**src/rtl/ctrlreg_pkg.sv**
```systemverilog
package ctrlreg_pkg;
  // Control-register index assignment
  localparam int IDX_PSW   = 0;
  localparam int IDX_COND  = 1;
  localparam int IDX_SPI   = 2;
  localparam int IDX_SPU   = 3;
  localparam int IDX_WORD0 = 4;   // first of the plain/backup-PC words (4..7)
  localparam int IDX_BBPSW = 8;

  localparam int NUM_WORDS    = 4;  // indices 4,5 plain, 6,7 backup PCs
  localparam int FIRST_PC_SLT = 2;  // slots from here read with bit 0 cleared

  // Observable status bits kept: {bit7, bit6, bit0} of an 8-bit status
  localparam int KEEP_W = 3;
endpackage

```
**src/rtl/ctrlreg_rst_sync.sv**
```systemverilog
module ctrlreg_rst_sync (
  input  logic clk,
  input  logic arst_n,
  output logic rst_n_o
);
  logic meta_q;
  logic sync_q;

  always_ff @(posedge clk or negedge arst_n) begin
    if (!arst_n) begin
      meta_q <= 1'b0;
      sync_q <= 1'b0;
    end else begin
      meta_q <= 1'b1;
      sync_q <= meta_q;
    end
  end

  assign rst_n_o = sync_q;
endmodule

```
**src/rtl/ctrlreg_status.sv**
```systemverilog
module ctrlreg_status
  import ctrlreg_pkg::*;
(
  input  logic              clk,
  input  logic              rst_n,
  input  logic              wr_psw,
  input  logic              wr_cond,
  input  logic              wr_bbpsw,
  input  logic [KEEP_W-1:0] bpsw_wd,   // {d15, d14, d8}
  input  logic [1:0]        psw_wd,    // {d7, d6}
  input  logic              cond_wd,   // d0
  input  logic [KEEP_W-1:0] bbpsw_wd,  // {d7, d6, d0}
  output logic              mode,
  output logic              mode_flip,
  output logic              cond,
  output logic [1:0]        psw_hi,
  output logic [KEEP_W-1:0] bpsw,
  output logic [KEEP_W-1:0] bbpsw
);
  logic [1:0]        psw_q,   psw_d;
  logic              cond_q,  cond_d;
  logic [KEEP_W-1:0] bpsw_q,  bpsw_d;
  logic [KEEP_W-1:0] bbpsw_q, bbpsw_d;
  logic              psw_en, cond_en, bbpsw_en;

  // next-state
  always_comb begin
    psw_en   = wr_psw;
    cond_en  = wr_psw | wr_cond;
    bbpsw_en = wr_bbpsw;
    psw_d    = psw_wd;
    bpsw_d   = bpsw_wd;
    cond_d   = cond_wd;
    bbpsw_d  = bbpsw_wd;
  end

  // registers
  always_ff @(posedge clk or negedge rst_n) begin
    if (!rst_n) begin
      psw_q   <= '0;
      bpsw_q  <= '0;
      cond_q  <= 1'b0;
      bbpsw_q <= '0;
    end else begin
      if (psw_en) begin
        psw_q  <= psw_d;
        bpsw_q <= bpsw_d;
      end
      if (cond_en)  cond_q  <= cond_d;
      if (bbpsw_en) bbpsw_q <= bbpsw_d;
    end
  end

  assign mode      = psw_q[1];
  assign mode_flip = wr_psw && (psw_wd[1] != psw_q[1]);
  assign cond      = cond_q;
  assign psw_hi    = psw_q;
  assign bpsw      = bpsw_q;
  assign bbpsw     = bbpsw_q;

  // a status write lands mode and condition from the written fields
  p_status_load_r3: assert property (@(posedge clk) disable iff (!rst_n)
    wr_psw |=> (mode == $past(psw_wd[1])) && (cond == $past(cond_wd)));

  // condition-bit write touches only the condition bit
  p_cond_only_r8: assert property (@(posedge clk) disable iff (!rst_n)
    (wr_cond && !wr_psw) |=> (cond == $past(cond_wd)) && (mode == $past(mode)));
endmodule

```
**src/rtl/ctrlreg_spbank.sv**
```systemverilog
module ctrlreg_spbank #(
  parameter int DATA_W = 32
) (
  input  logic              clk,
  input  logic              rst_n,
  input  logic              mode,
  input  logic              flip,
  input  logic              wr_spi,
  input  logic              wr_spu,
  input  logic [DATA_W-1:0] wr_data,
  input  logic              gr_we,
  input  logic [DATA_W-1:0] gr_data,
  output logic [DATA_W-1:0] live,
  output logic [DATA_W-1:0] spi_view,
  output logic [DATA_W-1:0] spu_view
);
  logic [DATA_W-1:0] live_q, live_d;
  logic [DATA_W-1:0] spi_q,  spi_d;
  logic [DATA_W-1:0] spu_q,  spu_d;
  logic              live_en, spi_en, spu_en;

  // next-state; later assignments take priority over earlier ones
  always_comb begin
    live_en = 1'b0;
    spi_en  = 1'b0;
    spu_en  = 1'b0;
    live_d  = live_q;
    spi_d   = spi_q;
    spu_d   = spu_q;
    if (gr_we) begin
      live_en = 1'b1;
      live_d  = gr_data;
    end
    if (flip) begin
      live_en = 1'b1;
      if (mode) begin          // 1 -> 0
        spu_en = 1'b1;
        spu_d  = live_q;
        live_d = spi_q;
      end else begin           // 0 -> 1
        spi_en = 1'b1;
        spi_d  = live_q;
        live_d = spu_q;
      end
    end
    if (wr_spi) begin
      if (!mode) begin
        live_en = 1'b1;
        live_d  = wr_data;
      end else begin
        spi_en = 1'b1;
        spi_d  = wr_data;
      end
    end
    if (wr_spu) begin
      if (mode) begin
        live_en = 1'b1;
        live_d  = wr_data;
      end else begin
        spu_en = 1'b1;
        spu_d  = wr_data;
      end
    end
  end

  // registers
  always_ff @(posedge clk or negedge rst_n) begin
    if (!rst_n) begin
      live_q <= '0;
      spi_q  <= '0;
      spu_q  <= '0;
    end else begin
      if (live_en) live_q <= live_d;
      if (spi_en)  spi_q  <= spi_d;
      if (spu_en)  spu_q  <= spu_d;
    end
  end

  assign live     = live_q;
  assign spi_view = mode ? spi_q  : live_q;
  assign spu_view = mode ? live_q : spu_q;

  // leaving mode 1 parks the live pointer as user SP, restores interrupt SP
  p_swap_to0_r4: assert property (@(posedge clk) disable iff (!rst_n)
    (flip && mode) |=> (live == $past(spi_q)) && (spu_q == $past(live_q)));

  // entering mode 1 parks the live pointer as interrupt SP, restores user SP
  p_swap_to1_r5: assert property (@(posedge clk) disable iff (!rst_n)
    (flip && !mode) |=> (live == $past(spu_q)) && (spi_q == $past(live_q)));

  // a general-register write lands when no control write targets the live pointer
  p_gr_write_r11: assert property (@(posedge clk) disable iff (!rst_n)
    (gr_we && !flip && !(wr_spi && !mode) && !(wr_spu && mode))
      |=> live == $past(gr_data));

  // control write to the live pointer beats the general-register write
  p_cr_wins_r11: assert property (@(posedge clk) disable iff (!rst_n)
    (gr_we && ((wr_spi && !mode) || (wr_spu && mode))) |=> live == $past(wr_data));

  // with no write input active the bank holds
  p_hold_r10: assert property (@(posedge clk) disable iff (!rst_n)
    (!gr_we && !flip && !wr_spi && !wr_spu)
      |=> $stable(live_q) && $stable(spi_q) && $stable(spu_q));
endmodule

```
**src/rtl/ctrlreg_words.sv**
```systemverilog
module ctrlreg_words
  import ctrlreg_pkg::*;
#(
  parameter int DATA_W = 32,
  parameter int NWORD  = NUM_WORDS
) (
  input  logic              clk,
  input  logic              rst_n,
  input  logic [NWORD-1:0]  wr_sel,
  input  logic [DATA_W-1:0] wr_data,
  output logic [DATA_W-1:0] rd_word [NWORD]
);
  localparam logic [DATA_W-1:0] EVEN_MASK = ~{{(DATA_W-1){1'b0}}, 1'b1};

  for (genvar s = 0; s < NWORD; s++) begin : g_slot
    logic [DATA_W-1:0] word_q, word_d;
    logic              word_en;

    always_comb begin
      word_en = wr_sel[s];
      word_d  = wr_data;
    end

    always_ff @(posedge clk or negedge rst_n) begin
      if (!rst_n)       word_q <= '0;
      else if (word_en) word_q <= word_d;
    end

    if (s >= FIRST_PC_SLT) begin : g_pc
      assign rd_word[s] = word_q & EVEN_MASK;
    end else begin : g_plain
      assign rd_word[s] = word_q;
    end

    // a selected slot captures the whole written word
    p_word_load_r9: assert property (@(posedge clk) disable iff (!rst_n)
      wr_sel[s] |=> word_q == $past(wr_data));
  end
endmodule

```
**src/rtl/ctrlreg_rdmux.sv**
```systemverilog
module ctrlreg_rdmux
  import ctrlreg_pkg::*;
#(
  parameter int DATA_W = 32,
  parameter int IDX_W  = 4
) (
  input  logic [IDX_W-1:0]  idx,
  input  logic [DATA_W-1:0] psw_rd,
  input  logic              cond,
  input  logic [DATA_W-1:0] spi_view,
  input  logic [DATA_W-1:0] spu_view,
  input  logic [DATA_W-1:0] words [NUM_WORDS],
  input  logic [KEEP_W-1:0] bbpsw,
  output logic [DATA_W-1:0] rd_data
);
  always_comb begin
    rd_data = '0;
    if (idx == IDX_W'(IDX_PSW)) begin
      rd_data = psw_rd;
    end else if (idx == IDX_W'(IDX_COND)) begin
      rd_data[0] = cond;
    end else if (idx == IDX_W'(IDX_SPI)) begin
      rd_data = spi_view;
    end else if (idx == IDX_W'(IDX_SPU)) begin
      rd_data = spu_view;
    end else if (idx == IDX_W'(IDX_BBPSW)) begin
      rd_data[7] = bbpsw[2];
      rd_data[6] = bbpsw[1];
      rd_data[0] = bbpsw[0];
    end else begin
      for (int w = 0; w < NUM_WORDS; w++) begin
        if (idx == IDX_W'(IDX_WORD0 + w)) rd_data = words[w];
      end
    end
  end
endmodule

```
**src/rtl/ctrlreg_unit.sv**
```systemverilog
module ctrlreg_unit
  import ctrlreg_pkg::*;
#(
  parameter int DATA_W = 32,
  parameter int IDX_W  = 4
) (
  input  logic              clk,
  input  logic              rst_n,
  input  logic [IDX_W-1:0]  cr_rd_idx,
  output logic [DATA_W-1:0] cr_rd_data,
  input  logic              cr_wr_en,
  input  logic [IDX_W-1:0]  cr_wr_idx,
  input  logic [DATA_W-1:0] cr_wr_data,
  input  logic              gr_sp_wr_en,
  input  logic [DATA_W-1:0] gr_sp_wr_data,
  output logic [DATA_W-1:0] sp_live
);
  localparam int HI_PAD = DATA_W - 16;

  logic              rst_ni;
  logic              wr_psw, wr_cond, wr_spi, wr_spu, wr_bbpsw;
  logic [NUM_WORDS-1:0] wr_word;
  logic              mode, flip, cond;
  logic [1:0]        psw_hi;
  logic [KEEP_W-1:0] bpsw, bbpsw;
  logic [DATA_W-1:0] spi_view, spu_view;
  logic [DATA_W-1:0] words [NUM_WORDS];
  logic [DATA_W-1:0] psw_rd;

  ctrlreg_rst_sync u_rst (
    .clk     (clk),
    .arst_n  (rst_n),
    .rst_n_o (rst_ni)
  );

  // write decode
  always_comb begin
    wr_psw   = cr_wr_en && (cr_wr_idx == IDX_W'(IDX_PSW));
    wr_cond  = cr_wr_en && (cr_wr_idx == IDX_W'(IDX_COND));
    wr_spi   = cr_wr_en && (cr_wr_idx == IDX_W'(IDX_SPI));
    wr_spu   = cr_wr_en && (cr_wr_idx == IDX_W'(IDX_SPU));
    wr_bbpsw = cr_wr_en && (cr_wr_idx == IDX_W'(IDX_BBPSW));
    for (int w = 0; w < NUM_WORDS; w++)
      wr_word[w] = cr_wr_en && (cr_wr_idx == IDX_W'(IDX_WORD0 + w));
  end

  ctrlreg_status u_status (
    .clk       (clk),
    .rst_n     (rst_ni),
    .wr_psw    (wr_psw),
    .wr_cond   (wr_cond),
    .wr_bbpsw  (wr_bbpsw),
    .bpsw_wd   ({cr_wr_data[15], cr_wr_data[14], cr_wr_data[8]}),
    .psw_wd    (cr_wr_data[7:6]),
    .cond_wd   (cr_wr_data[0]),
    .bbpsw_wd  ({cr_wr_data[7], cr_wr_data[6], cr_wr_data[0]}),
    .mode      (mode),
    .mode_flip (flip),
    .cond      (cond),
    .psw_hi    (psw_hi),
    .bpsw      (bpsw),
    .bbpsw     (bbpsw)
  );

  ctrlreg_spbank #(.DATA_W(DATA_W)) u_spbank (
    .clk      (clk),
    .rst_n    (rst_ni),
    .mode     (mode),
    .flip     (flip),
    .wr_spi   (wr_spi),
    .wr_spu   (wr_spu),
    .wr_data  (cr_wr_data),
    .gr_we    (gr_sp_wr_en),
    .gr_data  (gr_sp_wr_data),
    .live     (sp_live),
    .spi_view (spi_view),
    .spu_view (spu_view)
  );

  ctrlreg_words #(.DATA_W(DATA_W), .NWORD(NUM_WORDS)) u_words (
    .clk     (clk),
    .rst_n   (rst_ni),
    .wr_sel  (wr_word),
    .wr_data (cr_wr_data),
    .rd_word (words)
  );

  // status word read image: backup bits 15,14,8 / status 7,6 / condition 0
  assign psw_rd = {{HI_PAD{1'b0}}, bpsw[2], bpsw[1], 5'b0, bpsw[0],
                   psw_hi, 5'b0, cond};

  ctrlreg_rdmux #(.DATA_W(DATA_W), .IDX_W(IDX_W)) u_rdmux (
    .idx      (cr_rd_idx),
    .psw_rd   (psw_rd),
    .cond     (cond),
    .spi_view (spi_view),
    .spu_view (spu_view),
    .words    (words),
    .bbpsw    (bbpsw),
    .rd_data  (cr_rd_data)
  );

  // in mode 0 the interrupt SP index shows the pointer the register file sees
  p_spi_live_r6: assert property (@(posedge clk) disable iff (!rst_ni)
    (cr_rd_idx == IDX_W'(IDX_SPI) && !mode) |-> cr_rd_data == sp_live);

  // in mode 1 the user SP index shows the pointer the register file sees
  p_spu_live_r6: assert property (@(posedge clk) disable iff (!rst_ni)
    (cr_rd_idx == IDX_W'(IDX_SPU) && mode) |-> cr_rd_data == sp_live);

  // unassigned indices read zero
  p_unassigned_zero_r10: assert property (@(posedge clk) disable iff (!rst_ni)
    (cr_rd_idx > IDX_W'(IDX_BBPSW)) |-> cr_rd_data == '0);

  // a backup PC written and read next cycle returns the value with bit 0 cleared
  p_pc_even_r7: assert property (@(posedge clk) disable iff (!rst_ni)
    (cr_wr_en && cr_wr_idx == IDX_W'(IDX_WORD0 + 2) && cr_rd_idx == IDX_W'(IDX_WORD0 + 2))
      |=> (cr_rd_idx != IDX_W'(IDX_WORD0 + 2)) ||
          (cr_rd_data == ($past(cr_wr_data) & ~DATA_W'(1))));
endmodule

```
**config.mk**
```make
export PLATFORM = sky130hd
export DESIGN_NAME = ctrlreg_unit
export DESIGN_NICKNAME = d
export VERILOG_FILES = /design/src/rtl/ctrlreg_pkg.sv /design/src/rtl/ctrlreg_rst_sync.sv /design/src/rtl/ctrlreg_status.sv /design/src/rtl/ctrlreg_spbank.sv /design/src/rtl/ctrlreg_words.sv /design/src/rtl/ctrlreg_rdmux.sv /design/src/rtl/ctrlreg_unit.sv
export SDC_FILE = /design/constraint.sdc
export NUM_CORES = 1
export LEC_CHECK = 0
export ABC_AREA = 1
export CAP_MARGIN = 40
export CORE_ASPECT_RATIO = 0.8
export CORE_MARGIN = 2
export CORE_UTILIZATION = 57
export DETAILED_ROUTE_END_ITERATION = 6
export PLACE_DENSITY = 0.87
export REMOVE_ABC_BUFFERS = 1
export SLEW_MARGIN = 20
export SYNTH_ARGS = -nofsm -noshare
export SYNTH_HDL_FRONTEND = slang
export SYNTH_SLANG_ARGS = --single-unit
```
**constraint.sdc**
```tcl
create_clock -name clk -period 7.8 [get_ports clk]
set_input_delay 1.56 -clock clk [delete_from_list [all_inputs] [get_ports clk]]
set_output_delay 1.56 -clock clk [all_outputs]
set_load 0.02 [all_outputs]
```
# Yosys cells after proc, flatten, opt, wreduce, memory -nomap -nowiden
# Cells that the tools add are included.
word_totals:
  ff_bits: 235
  in_bits: 76
  output_inout_bits: 64
  word_cells: 85
classes:
  n_eq_ne: 17
  n_mux: 42
  n_bitwise: 1
  reduce_logical: 12
op_table:
  columns: ["cell", "count"]
  rows:
  - ["$mux 32", 22]
  - ["$eq 4x3->1 const B", 8]
  - ["$mux 31", 1]
  - ["$mux 24", 1]
  - ["$eq 4x2->1 const B", 4]
  - ["$mux 1", 16]
  - ["$logic_and 1x1->1", 10]
  - ["$eq 4x1->1 const B", 2]
  - ["$eq 4x4->1 const B", 2]
  - ["$logic_not 4->1", 2]
  - ["$mux 5", 1]
  - ["$mux 2", 1]
  - ["$ne 1x1->1", 1]
  - ["$or 1x1->1", 1]

# Depth between registers and ports, before layout
# Gate-level depths: netlist (run 1).
depth:
  word_depth: 10
  mapped_depth: 10
  mapped_depth_nobuf: 9

# Modules after synthesis
# Synthesis (run 1) repeated with hierarchy kept, for this count alone.
hier_totals:
  hier_cells: 1915
  hier_area_um2: 13091.3
by_module_without_submodules:
  columns: ["mod", "instances", "cells_per_inst", "area_per_inst_um2", "seq_area_each_um2"]
  rows:
  - ["ctrlreg_spbank", 1, 921, 6059.6, 2402.3]
  - ["ctrlreg_words", 1, 537, 4762.1, 3153.0]
  - ["ctrlreg_rdmux", 1, 390, 1751.7, 0.0]
  - ["ctrlreg_status", 1, 43, 375.4, 225.2]
  - ["ctrlreg_unit", 1, 21, 88.8, 0.0]
  - ["ctrlreg_rst_sync", 1, 3, 53.8, 50.0]

# Worst setup path before layout (run 1)
# Ideal clock, no wire load.
synth_path:
  kind: "input -> output"
  from: "input cr_rd_idx[2]"
  to: "output cr_rd_data[10]"
  arrival_time_ps: 2600
  required_time_ps: 6240
  path_slack_ps: 3640
  path_stages: 8
  path_buffers: 1
  cell_sequence: "inv_1 -> nor2_1 -> nand2_1 -> clkbuf_1 -> nor2_1 -> nor2_1 -> nand3_1 -> nand3_1"
synth_via:
  elab_chain_len: 10
  word_cells_on_any_way: 18
  classes_between: "eq/ne (8); mux (9); reduce/logical (1)"
synth_rtl:
  columns: ["item", "line_no", "rtl"]
  rows:
  - ["start, declared", "ctrlreg_unit.sv:9", "input logic [IDX_W-1:0] cr_rd_idx,"]
  - ["$eq 4x3->1", "ctrlreg_rdmux.sv:32", "if (idx == IDX_W'(IDX_WORD0 + w)) rd_data = words[w];"]
  - ["$mux 32 (4 in a row)", "ctrlreg_rdmux.sv:32", null]
  - ["$mux 24", "ctrlreg_rdmux.sv:26", "end else if (idx == IDX_W'(IDX_BBPSW)) begin"]
  - ["$mux 32", "ctrlreg_rdmux.sv:24", "end else if (idx == IDX_W'(IDX_SPU)) begin"]
  - ["$mux 32", "ctrlreg_rdmux.sv:22", "end else if (idx == IDX_W'(IDX_SPI)) begin"]
  - ["$mux 31", "ctrlreg_rdmux.sv:20", "end else if (idx == IDX_W'(IDX_COND)) begin"]
  - ["$mux 32 (*)", "ctrlreg_rdmux.sv:18", "if (idx == IDX_W'(IDX_PSW)) begin"]
  - ["end, declared", "ctrlreg_unit.sv:10", "output logic [DATA_W-1:0] cr_rd_data,"]
# Every way passes the cells marked *; elsewhere a longest branch is shown, timed or not.

# Final worst setup path (run 1)
layout_path:
  from: "input cr_rd_idx[0]"
  to: "output cr_rd_data[18]"
# The elaborated chain is that of the path after synthesis.

==> key figures, run 1 <==
Drt
  • Drt via density: 5.89
  • Final WL: 40800 um
  • DRT iter0 DRCs: 1812
  • Initial DRT Pass Iterations: 7
  • Post-route ant nets: 0
  • Vias: 13000
  • Number of remaining DRC errors: 0
  • WL/cell: 18.5 um

Timing
  • Clock Skew: 0.0106 ns
  • Final setup vio count: 0
  • Max Clk Rate: 167 MHz
  • Hold Vio Cnt, Final: 0
  • Post-Route Setup TNS: 0 ns
  • Worst hold slack: 0.231 ns
  • Final Cycle Share: 76.7%
  • Crit path time final: 5.98 ns
  • Final Max Slew Viols: 0
  • Slew @ Worst Pin: 0.863 ns
  • RSZ-0062 raised after global routing: false
  • Relative slew slack: 42.4%

Synth
  • Synth Area in Adders: 0%
  • Post-synth EDFFs: 0
  • Library cells used by synthesis: 31
  • Synth Area in Simple Gates: 26.0%
  • Post-synth top area share: 45.6%
  • Mapped cell area: 12800 um^2
  • Synth Area in Compound Gates: 18.0%
  • Syn_area_per_cell: 7.14 um^2
  • Post-synth top flop: dfrtp_1
  • XOR/XNOR share of the synthesized area: 0%
  • Register area share after synthesis: 45.6%
  • Multiplexer share of the synthesized area: 0%
  • Synth area leaders: dfrtp_1 46%, nand2_1 14%, o21ai_0 10%, inv_1 6.6%, nand3_1 5.0%
  • Synth warn: 0
  • Fraction of registers with async set/reset: 100%
  • Largest family of logic cells by synthesized area: simple AND/OR/NAND/NOR gates
  • Yosys top cell by area: dfrtp_1
  • Syn Inst Count: 1791
  • FF+latch count, synth: 233

Place
  • DP HPWL: 25000 um
  • Number of buffers added on ports: 139
  • RePlAce Congestion: 0.893
  • Area of placed instances: 14500 um^2
  • Cells after DPL: 2159

CTS
  • Clk slew on worst S/H paths: 0.06 ns
  • CTS sink count: 233
  • Root buf cell: clkbuf_16
  • H-tree Lvls: 1
  • Cts hold-fix bufs: 0
  • Max clock buf depth: 3
  • CTS tree: done
  • Clock Latency Late Sink: 0.53 ns
  • Num CTS Buffers: 24
  • Setup Buffers After CTS: 0
  • Post-CTS sizing: 0

Worst setup path
  • Required @ worst endpoint: 6.24 ns
  • CP Launch Type: primary input
  • Worst path max stage delay: 0.60 ns
  • Crit path DAT: 4.42 ns
  • Cell Chain, Critical Path: clkdlybuf4s50_1 -> nand2_1 -> inv_1 -> nand2_1 -> buf_4 -> nor2_1 -> nor3_1 -> o21ai_0 -> nand3_1 -> clkdlybuf4s50_1
  • Slowest cell on the critical path: clkdlybuf4s50_1
  • Crit path kind: in2out
  • Endpoint class of the critical path: primary output
  • CP Max Fanout: 16

Floorplan
  • Die Footprint: 23700 um^2
  • Initial core utilization: 57.5%
  • Core box area: 22300 um^2
  • Rows: 49
  • Chip Height: 138 um
  • Die Wd: 172 um
  • I/O Pins: 140

Global route
  • Overall Global Routing Usage: 34.4%
  • Overflow after GRT: 0
  • First-pass GRT wire length: 64900 um
  • Vias in the first global route: 12700
  • Initial antenna violation count: 1
  • Largest net degree at the start of global routing: 66

Layout
  • Layout cell share with drive strength beyond 1: 6.68%
  • # fillers: 1718
  • Design area: 15400 um^2
  • Commonest non-fill, non-tap cell in the layout: nand2_1
  • Layout Cells excl Fill: 2208
  • Layout Nets: 1959
  • Area of the multi-input gates: 5680 um^2
  • FF+latch area: 5840 um^2
  • Leading cell types in the layout, fill and taps excluded: 466 x nand2_1, 261 x o21ai_0, 231 x dfrtp_1
  • Synthesis-to-finish area growth: 20.4%

Outcome
  • Status: completed

Flow run
  • Max-cap violation count: 0

Power and ir drop
  • Max IR drop VDD: 0.000170 V
  • P_leak: 7.58 nW
  • Cell Pwr Density: 252 nW/um^2

Hold path
  • Worst Hold Class: reg2async
==> kinds of logic after synthesis <==
logic type / count (synthesis)
AO/OA/AOI/OAI: 419
buffers and inverters: 340
flip-flops: 233
other: 1
AND/OR/NAND/NOR: 798
==> metal layers <==
layer	part of all wire, %	GRT usage [%]	vias up	wire length (um)
met2	44	51.9	883	18100
met5	0	0	-	0
met3	14	9.10	124	5550
li1	-	-	5933	-
met1	39	47.8	6070	15800
met4	3.0	12.8	0	1240
==> metrics by stage <==
stage | util [%] | power [mW] | setup WS [ns]
5_1_grt | 69.2 | 4.08 | 1.73
4_1_cts | 68.8 | 3.85 | 1.76
6_report | 69.2 | 3.88 | 1.82
2_1_floorplan | - | 2.29 | 0.826
3_5_place_dp | 65.3 | 2.70 | 1.78
3_3_place_gp | 64.4 | 2.62 | 1.82
==> cell type report <==
class / count / area share, %
diodes: 1 / 0.0163
clock buffers: 37 / 4.88
clock inverters: 7 / 0.228
inverters: 232 / 5.66
multi-input cells: 1218 / 36.9
flip-flops and latches: 233 / 37.9
well taps: 306 / 2.49
repair buffers: 174 / 12.0
==> worst max-delay path: cells and delay by family <==
kind            cells  cell delay, ns
compound gates      1            0.17
buf+inv             4            1.63
simple gates        5            1.05
==> Yosys cell counts (all sizes together) (2+ instances only) <==
| master | n |
|---|---|
| nand2 | 469 |
| o21ai | 278 |
| dfrtp | 233 |
| inv | 232 |
| nor2 | 133 |
| nand3 | 129 |
| clkbuf | 63 |
| a21oi | 56 |
| buf | 45 |
| o211ai | 39 |
| nor3 | 36 |
| or2 | 25 |
| o21bai | 24 |
| o22ai | 11 |
| o21a | 6 |
| nand4 | 5 |
| a21boi | 2 |
| o221ai | 2 |
==> flip-flops by register name, indices dropped and copies added (netlist names) <==
name / flops
u_rst.meta_q: 1
u_spbank.live: 32
u_spbank.spi_q: 32
u_words.g_slot.word_q: 126
u_status.bpsw: 3
u_status.bbpsw: 3
u_status.cond: 1
u_spbank.spu_q: 32
u_rst.rst_n_o: 1
u_status.psw_hi: 2
==> report_power, final <==
group / total, mW / leakage (nW) / internal (mW) / switching, mW
registers: 1.66 / 2.85 / 1.50 / 0.161
clock network: 1.15 / 0.398 / 0.661 / 0.491
logic: 1.07 / 4.34 / 0.418 / 0.650
==> path summary, 6_finish.rpt <==
check,start,endpoint,slack (ns),depth (start not counted)
hold reg to reg,u_rst.rst_n_o$_DFF_PN0_,u_spbank.live[17]$_DFFE_PN0P_,0.23,0
min in group clk,u_rst.meta_q$_DFF_PN0_,u_rst.rst_n_o$_DFF_PN0_,0.36,0
hold / removal,u_rst.rst_n_o$_DFF_PN0_,u_spbank.live[17]$_DFFE_PN0P_,0.23,0
max in group asynchronous,u_rst.rst_n_o$_DFF_PN0_,u_status.psw_hi[1]$_DFFE_PN0P_,6.28,2
setup reg to reg,u_status.psw_hi[1]$_DFFE_PN0P_,u_spbank.live[24]$_DFFE_PN0P_,4.58,11
setup / recovery,cr_rd_idx[0],cr_rd_data[18],1.82,10
No activity file was read; power rests on OpenSTA's default activity.
==> run 2, diff against run 1 <==
Clock period 7.8 ns to 5.9 ns, I/O delays scaled along.
==> key figures, run 2 (same netlist as run 1, synthesis figures left out) <==
Outcome
  • Status: completed

Power and ir drop
  • Cell Pwr Density: 332 nW/um^2 (+32%)
  • P_leak: 7.55 nW (-0.48%)
  • Sequential Power Share: 43.1% (+0.3 points)
  • Max IR drop VDD: 0.000234 V (+38%)
  • Clk pwr share: 29.7% (about the same)
  • Int Power: 3.39 mW (+31%)
  • NetSw: 1.71 mW (+31%)
  • Final Power: 5.09 mW (+31%)
  • Comb power frac: 27.2% (-0.4 points)
  • Switching part of the total power: 33.5% (-0.054 points)

Timing
  • Final Cycle Share: 90.9%
  • Slew @ Worst Pin: 0.882 ns (+0.0189 ns)
  • Crit path time final: 5.36 ns
  • Worst hold slack: 0.208 ns (-0.0228 ns)
  • RSZ-0062 raised after global routing: false
  • Post-Route Setup TNS: 0 ns (unchanged)
  • Hold Vio Cnt, Final: 0 (unchanged)
  • Clock Skew: 0.0131 ns (+0.00252 ns)
  • Max Clk Rate: 186 MHz
  • Final setup vio count: 0 (unchanged)
  • Relative slew slack: 41.1% (-1.3 points)
  • Final Max Slew Viols: 0 (unchanged)

Global route
  • First-pass GRT wire length: 63100 um (-2.7%)
  • Largest net degree at the start of global routing: 65 (-1.5%)
  • Initial antenna violation count: 1 (unchanged)
  • Vias in the first global route: 12500 (-0.88%)
  • Overall Global Routing Usage: 33.2% (-1.2 points)
  • Overflow after GRT: 0 (unchanged)

Place
  • RePlAce Congestion: 0.916 (+2.5%)
  • Number of buffers added on ports: 139 (unchanged)
  • DP HPWL: 24900 um (-0.35%)
  • Cells after DPL: 2162 (+0.14%)

Worst setup path
  • Slowest cell on the critical path: clkdlybuf4s50_1
  • CP Max Fanout: 17 (+1)
  • Worst path max stage delay: 0.61 ns (about the same)
  • FF-to-FF End: u_spbank.live[5]$_DFFE_PN0P_
  • Worst Reg-to-Reg Cells: 12 (+1)
  • Cell family with most CP delay: buffers and inverters
  • R2R setup slack: 3.02 ns (-1.56 ns)
  • Buf/Inv on CP: 4 (unchanged)
  • Critical Path Stages: 9 (-1)
  • Crit path kind: in2out
  • Crit path DAT: 4.18 ns (-0.24 ns)
  • Endpoint class of the critical path: primary output
  • RR Startpoint: u_status.psw_hi[1]$_DFFE_PN0P_
  • CP Launch Point: cr_rd_idx[2]
  • CP Launch Type: primary input
  • Required @ worst endpoint: 4.72 ns (-1.52 ns)
  • CP endpoint: cr_rd_data[1]
  • Cell Chain, Critical Path: clkdlybuf4s50_1 -> inv_1 -> nor2_1 -> nand2_1 -> buf_4 -> o211ai_1 -> nand3_1 -> nand3_1 -> clkdlybuf4s50_1

CTS
  • Clk slew on worst S/H paths: 0.07 ns (about the same)
  • Root buf cell: clkbuf_16
  • H-tree Lvls: 1 (unchanged)
  • Clock Latency Late Sink: 0.53 ns (about the same)
  • Setup Buffers After CTS: 0 (unchanged)
  • Max clock buf depth: 3 (unchanged)
  • Cts hold-fix bufs: 0 (unchanged)
  • CTS tree: done
  • Post-CTS sizing: 0 (unchanged)
  • Num CTS Buffers: 25 (+4.2%)
  • CTS sink count: 233 (unchanged)

Layout
  • Synthesis-to-finish area growth: 19.8%
  • Fin util: 68.9% (-0.32 points)
  • Reg with most FFs: u_words.g_slot.word_q
  • Layout cell share with drive strength beyond 1: 6.58% (-0.098 points)
  • Leading cell types in the layout, fill and taps excluded: 466 x nand2_1, 261 x o21ai_0, 231 x dfrtp_1
  • # fillers: 1684 (-2.0%)
  • Layout Cells excl Fill: 2206 (-0.091%)
  • Max reg flops: 126 (unchanged)
  • Commonest non-fill, non-tap cell in the layout: nand2_1
  • Layout Nets: 1960 (+0.051%)

Floorplan
  • Die Wd: 172 um (unchanged)
  • Die Footprint: 23700 um^2 (unchanged)
  • I/O Pins: 140 (unchanged)
  • Rows: 49 (unchanged)
  • Chip Height: 138 um (unchanged)
  • Core box area: 22300 um^2 (unchanged)
  • Initial core utilization: 57.5% (unchanged)

Drt
  • Final WL: 39600 um (-2.8%)
  • Post-route ant nets: 0 (unchanged)
  • DRT iter0 DRCs: 1751 (-3.4%)
  • Vias: 13000 (-0.42%)
  • Initial DRT Pass Iterations: 6 (-1)
  • Drt via density: 5.87 (-0.32%)
  • Number of remaining DRC errors: 0 (unchanged)
  • WL/cell: 18.0 um (-2.8%)

Hold path
  • Worst Hold Class: reg2async

Flow run
  • Max-cap violation count: 0 (unchanged)
run 2: cell types whose count changed in the layout (fill, tap and decap cells not counted):
cell / change
nor2_4: -1
clkinv_2: -1
clkinvlp_4: +2
buf_6: -1
buf_12: +1
buf_16: -3
clkbuf_8: -4
bufinv_16: +1
buf_4: +3
nor2_2: +1
run 2: power groups by stage:
stage | clock [mW] | combinational [mW] | sequential, mW
3_3_place_gp | 0 | 1.27 | 2.20
4_1_cts | 1.51 | 1.37 | 2.19
3_5_place_dp | 0 | 1.35 | 2.21
2_1_floorplan | 0 | 0.771 | 2.26
6_report | 1.51 | 1.39 | 2.20
5_1_grt | 1.58 | 1.55 | 2.23
run 2: final cells by class:
cell class	count	area (um^2)	area share (%)
Sequential cell	233	5840	38.1
Clock buffer	33	696	4.54
Antenna cell	1	2.50	0.0163
Inverter	232	871	5.68
Clock inverter	9	75.1	0.490
Timing Repair Buffer	174	1790	11.7
Multi-Input combinational cell	1218	5670	37.0
Tap cell	306	383	2.50
run 2: routing by layer:
metal  routed length (um)  share of wire, %  track usage, %  vias to the layer above
met3                 4850                12            7.53                      130
met2                17700                45            51.5                      864
met4                 1340               3.4            11.4                        0
met1                15700                40            46.3                     6043
li1                     -                 -               -                     5919
met5                    0                 0               0                        -
run 2: metrics by stage:
stage	instance area (um^2)	worst slack (ns)
2_1_floorplan	12300	-1.07
3_3_place_gp	14400	0.819
3_5_place_dp	14500	0.671
4_1_cts	15300	0.670
5_1_grt	15300	0.460
6_report	15300	0.537
run 2: how the worst min path moves through the flow:
stage                                       start                                        to  slack (ns)  depth (start not counted)
final                     u_rst.rst_n_o$_DFF_PN0_  u_words.g_slot[1].word_q[28]$_DFFE_PN0P_        0.21                          0
after global routing      u_rst.rst_n_o$_DFF_PN0_  u_words.g_slot[1].word_q[28]$_DFFE_PN0P_        0.23                          0
after CTS                 u_rst.rst_n_o$_DFF_PN0_  u_words.g_slot[1].word_q[28]$_DFFE_PN0P_        0.22                          0
after detailed placement  u_rst.rst_n_o$_DFF_PN0_  u_words.g_slot[1].word_q[28]$_DFFE_PN0P_        0.21                          0
after global placement     u_rst.meta_q$_DFF_PN0_                   u_rst.rst_n_o$_DFF_PN0_        0.33                          0
after floorplan            u_rst.meta_q$_DFF_PN0_                   u_rst.rst_n_o$_DFF_PN0_        0.33                          0
==> run 3, diff against run 2 <==
Settings changed: CORE_MARGIN 2 to 1.5, CTS_CLUSTER_SIZE from default to 30.
==> key figures, run 3 (same netlist as run 1, synthesis figures left out) <==
Power and ir drop
  • Comb power frac: 26.8% (-0.4 points)
  • P_leak: 7.56 nW (about the same)
  • Switching part of the total power: 33.2% (-0.31 points)
  • NetSw: 1.72 mW (+0.57%)
  • Int Power: 3.45 mW (+2.0%)
  • Clk pwr share: 30.6% (+0.9 points)
  • Max IR drop VDD: 0.000206 V (-12%)
  • Cell Pwr Density: 337 nW/um^2 (+1.5%)
  • Sequential Power Share: 42.6% (-0.5 points)

Outcome
  • Status: completed

Flow run
  • Max-cap violation count: 0 (unchanged)

Timing
  • Max Clk Rate: 193 MHz (+3.5%)
  • Final Max Slew Viols: 0 (unchanged)
  • Relative slew slack: 36.1% (-5.0 points)
  • Clock Skew: 0.00556 ns (-0.00757 ns)
  • RSZ-0062 raised after global routing: false
  • Hold Vio Cnt, Final: 0 (unchanged)
  • Slew @ Worst Pin: 0.958 ns (+0.0762 ns)
  • Crit path time final: 5.18 ns (-0.179 ns)
  • Final Cycle Share: 87.9% (-3.0 points)
  • Final setup vio count: 0 (unchanged)
  • Setup ws final: 0.716 ns (+0.179 ns)
  • Post-Route Setup TNS: 0 ns (unchanged)

Global route
  • First-pass GRT wire length: 63300 um (+0.20%)
  • Largest net degree at the start of global routing: 173 (+170%)
  • Vias in the first global route: 12600 (+0.52%)
  • Initial antenna violation count: 0 (-1)
  • Overall Global Routing Usage: 34.7% (+1.4 points)
  • Overflow after GRT: 0 (unchanged)

Layout
  • Layout cell share with drive strength beyond 1: 6.64% (+0.056 points)
  • Reg with most FFs: u_words.g_slot.word_q
  • Design area: 15300 um^2 (unchanged)
  • Max reg flops: 126 (unchanged)
  • # fillers: 1684 (unchanged)
  • Synthesis-to-finish area growth: 19.8% (unchanged)
  • Leading cell types in the layout, fill and taps excluded: 466 x nand2_1, 261 x o21ai_0, 231 x dfrtp_1
  • Area of the multi-input gates: 5670 um^2 (unchanged)
  • Commonest non-fill, non-tap cell in the layout: nand2_1
  • Layout Nets: 1957 (-0.15%)
  • FF+latch area: 5840 um^2 (unchanged)

Worst setup path
  • Cell family with most CP delay: buffers and inverters
  • Crit path DAT: 4.00 ns (-0.18 ns)
  • RR Startpoint: u_status.psw_hi[1]$_DFFE_PN0P_
  • Worst path max stage delay: 0.58 ns (-0.03 ns)
  • CP Launch Type: primary input
  • Worst Reg-to-Reg Cells: 11 (-1)
  • Endpoint class of the critical path: primary output
  • CP Max Fanout: 16 (-1)
  • Buf/Inv on CP: 3 (-1)
  • FF-to-FF End: u_spbank.spu_q[30]$_DFFE_PN0P_
  • Crit path kind: in2out
  • R2R setup slack: 2.65 ns (-0.37 ns)
  • Slowest cell on the critical path: nand2_1
  • Required @ worst endpoint: 4.72 ns (about the same)
  • Cell Chain, Critical Path: clkdlybuf4s50_1 -> nor2_1 -> nand3_1 -> nand2_1 -> buf_4 -> nor2_1 -> nand3_1 -> nand4_1 -> clkdlybuf4s50_1

CTS
  • Clk slew on worst S/H paths: 0.06 ns (about the same)
  • Post-CTS sizing: 0 (unchanged)
  • Setup Buffers After CTS: 0 (unchanged)
  • CTS tree: done
  • Max clock buf depth: 3 (unchanged)
  • Cts hold-fix bufs: 0 (unchanged)
  • Clock Latency Late Sink: 0.52 ns (about the same)
  • Root buf cell: clkbuf_16
  • CTS sink count: 233 (unchanged)
  • H-tree Lvls: 1 (unchanged)
  • Num CTS Buffers: 24 (-4.0%)

Drt
  • Vias: 12900 (-0.47%)
  • Drt via density: 5.86 (-0.15%)
  • Initial DRT Pass Iterations: 6 (unchanged)
  • Final WL: 39900 um (+0.82%)
  • DRT iter0 DRCs: 1649 (-5.8%)
  • Number of remaining DRC errors: 0 (unchanged)
  • WL/cell: 18.2 um (+1.1%)
  • Post-route ant nets: 0 (unchanged)

Place
  • DP HPWL: 24800 um (-0.54%)
  • Number of buffers added on ports: 139 (unchanged)
  • Area of placed instances: 14500 um^2 (-0.29%)
  • Worst slack at placement: 0.838 ns (+0.167 ns)
  • RePlAce Congestion: 0.913 (-0.27%)

Floorplan
  • Core box area: 21800 um^2 (-2.0%)
  • Die Wd: 171 um (-0.58%)
  • I/O Pins: 140 (unchanged)
  • Rows: 48 (-2.0%)
  • Initial core utilization: 58.7% (+1.2 points)
  • Die Footprint: 23400 um^2 (-1.3%)
  • Chip Height: 137 um (-0.72%)

Hold path
  • Worst Hold Class: reg2async
-- run 3: cell count changes in the layout (fill, tap and decap cells not counted) --
cell | previous run | this run
buf_4 | 26 | 25
bufinv_16 | 1 | 2
clkbuf_1 | 4 | 2
clkbuf_8 | 4 | 6
buf_12 | 5 | 6
buf_16 | 4 | 2
-- run 3: worst max path at each step --
stage / from / to / slack [ns] / cells after the start
after floorplan: u_rst.rst_n_o$_DFF_PN0_ / u_spbank.live[0]$_DFFE_PN0P_ / -1.07 / 0
after global placement: cr_rd_idx[0] / cr_rd_data[8] / 0.97 / 9
after detailed placement: cr_rd_idx[0] / cr_rd_data[8] / 0.84 / 9
after CTS: cr_rd_idx[0] / cr_rd_data[8] / 0.81 / 9
after global routing: cr_rd_idx[0] / cr_rd_data[8] / 0.66 / 9
final: cr_rd_idx[0] / cr_rd_data[8] / 0.72 / 9
-- run 3: worst reg2reg max path, stage by stage (launching register included) --
cell,delay [ns]
dfrtp_2,0.41
inv_2,0.31
buf_4,0.52
nor2_2,0.11
nor2_1,0.25
inv_2,0.06
nand2_2,0.60
buf_4,0.56
nand2_1,0.12
nand3_1,0.09
nand3_1,0.07
nand2_1,0.09
-- run 3: final cells by class --
class                           count  share of cell area, %
Sequential cell                   233                   38.1
Multi-Input combinational cell   1218                   37.0
Timing Repair Buffer              172                   11.4
Inverter                          232                   5.68
Clock buffer                       33                   4.67
Tap cell                          300                   2.45
Clock inverter                     10                  0.686
Antenna cell                        1                 0.0163
-- run 3: per-stage QoR --
step	std cells	hold WS [ns]	utilization, %	power [mW]
6_report	2199	0.276	70.3	5.17
4_1_cts	2197	0.373	70.2	5.15
3_3_place_gp	2150	0.340	66.0	3.48
2_1_floorplan	1683	0.331	-	3.03
3_5_place_dp	2154	0.348	66.4	3.56
5_1_grt	2198	0.311	70.3	5.44
-- run 3: routing by layer --
metal	global-route usage, %	vias up	part of all wire (%)	wire [um]
li1	-	5913	-	-
met1	45.9	5978	40	15800
met2	54.5	874	44	17600
met3	8.59	130	13	5150
met4	14.9	0	3.5	1390
met5	0	-	0	0
-- run 3: power by group through the flow --
stage / logic, mW / registers, mW / clock network [mW]
floorplan: 0.771 / 2.26 / 0
global placement: 1.28 / 2.20 / 0
detailed placement: 1.35 / 2.21 / 0
CTS: 1.37 / 2.20 / 1.59
global route: 1.55 / 2.24 / 1.65
finish: 1.39 / 2.20 / 1.58
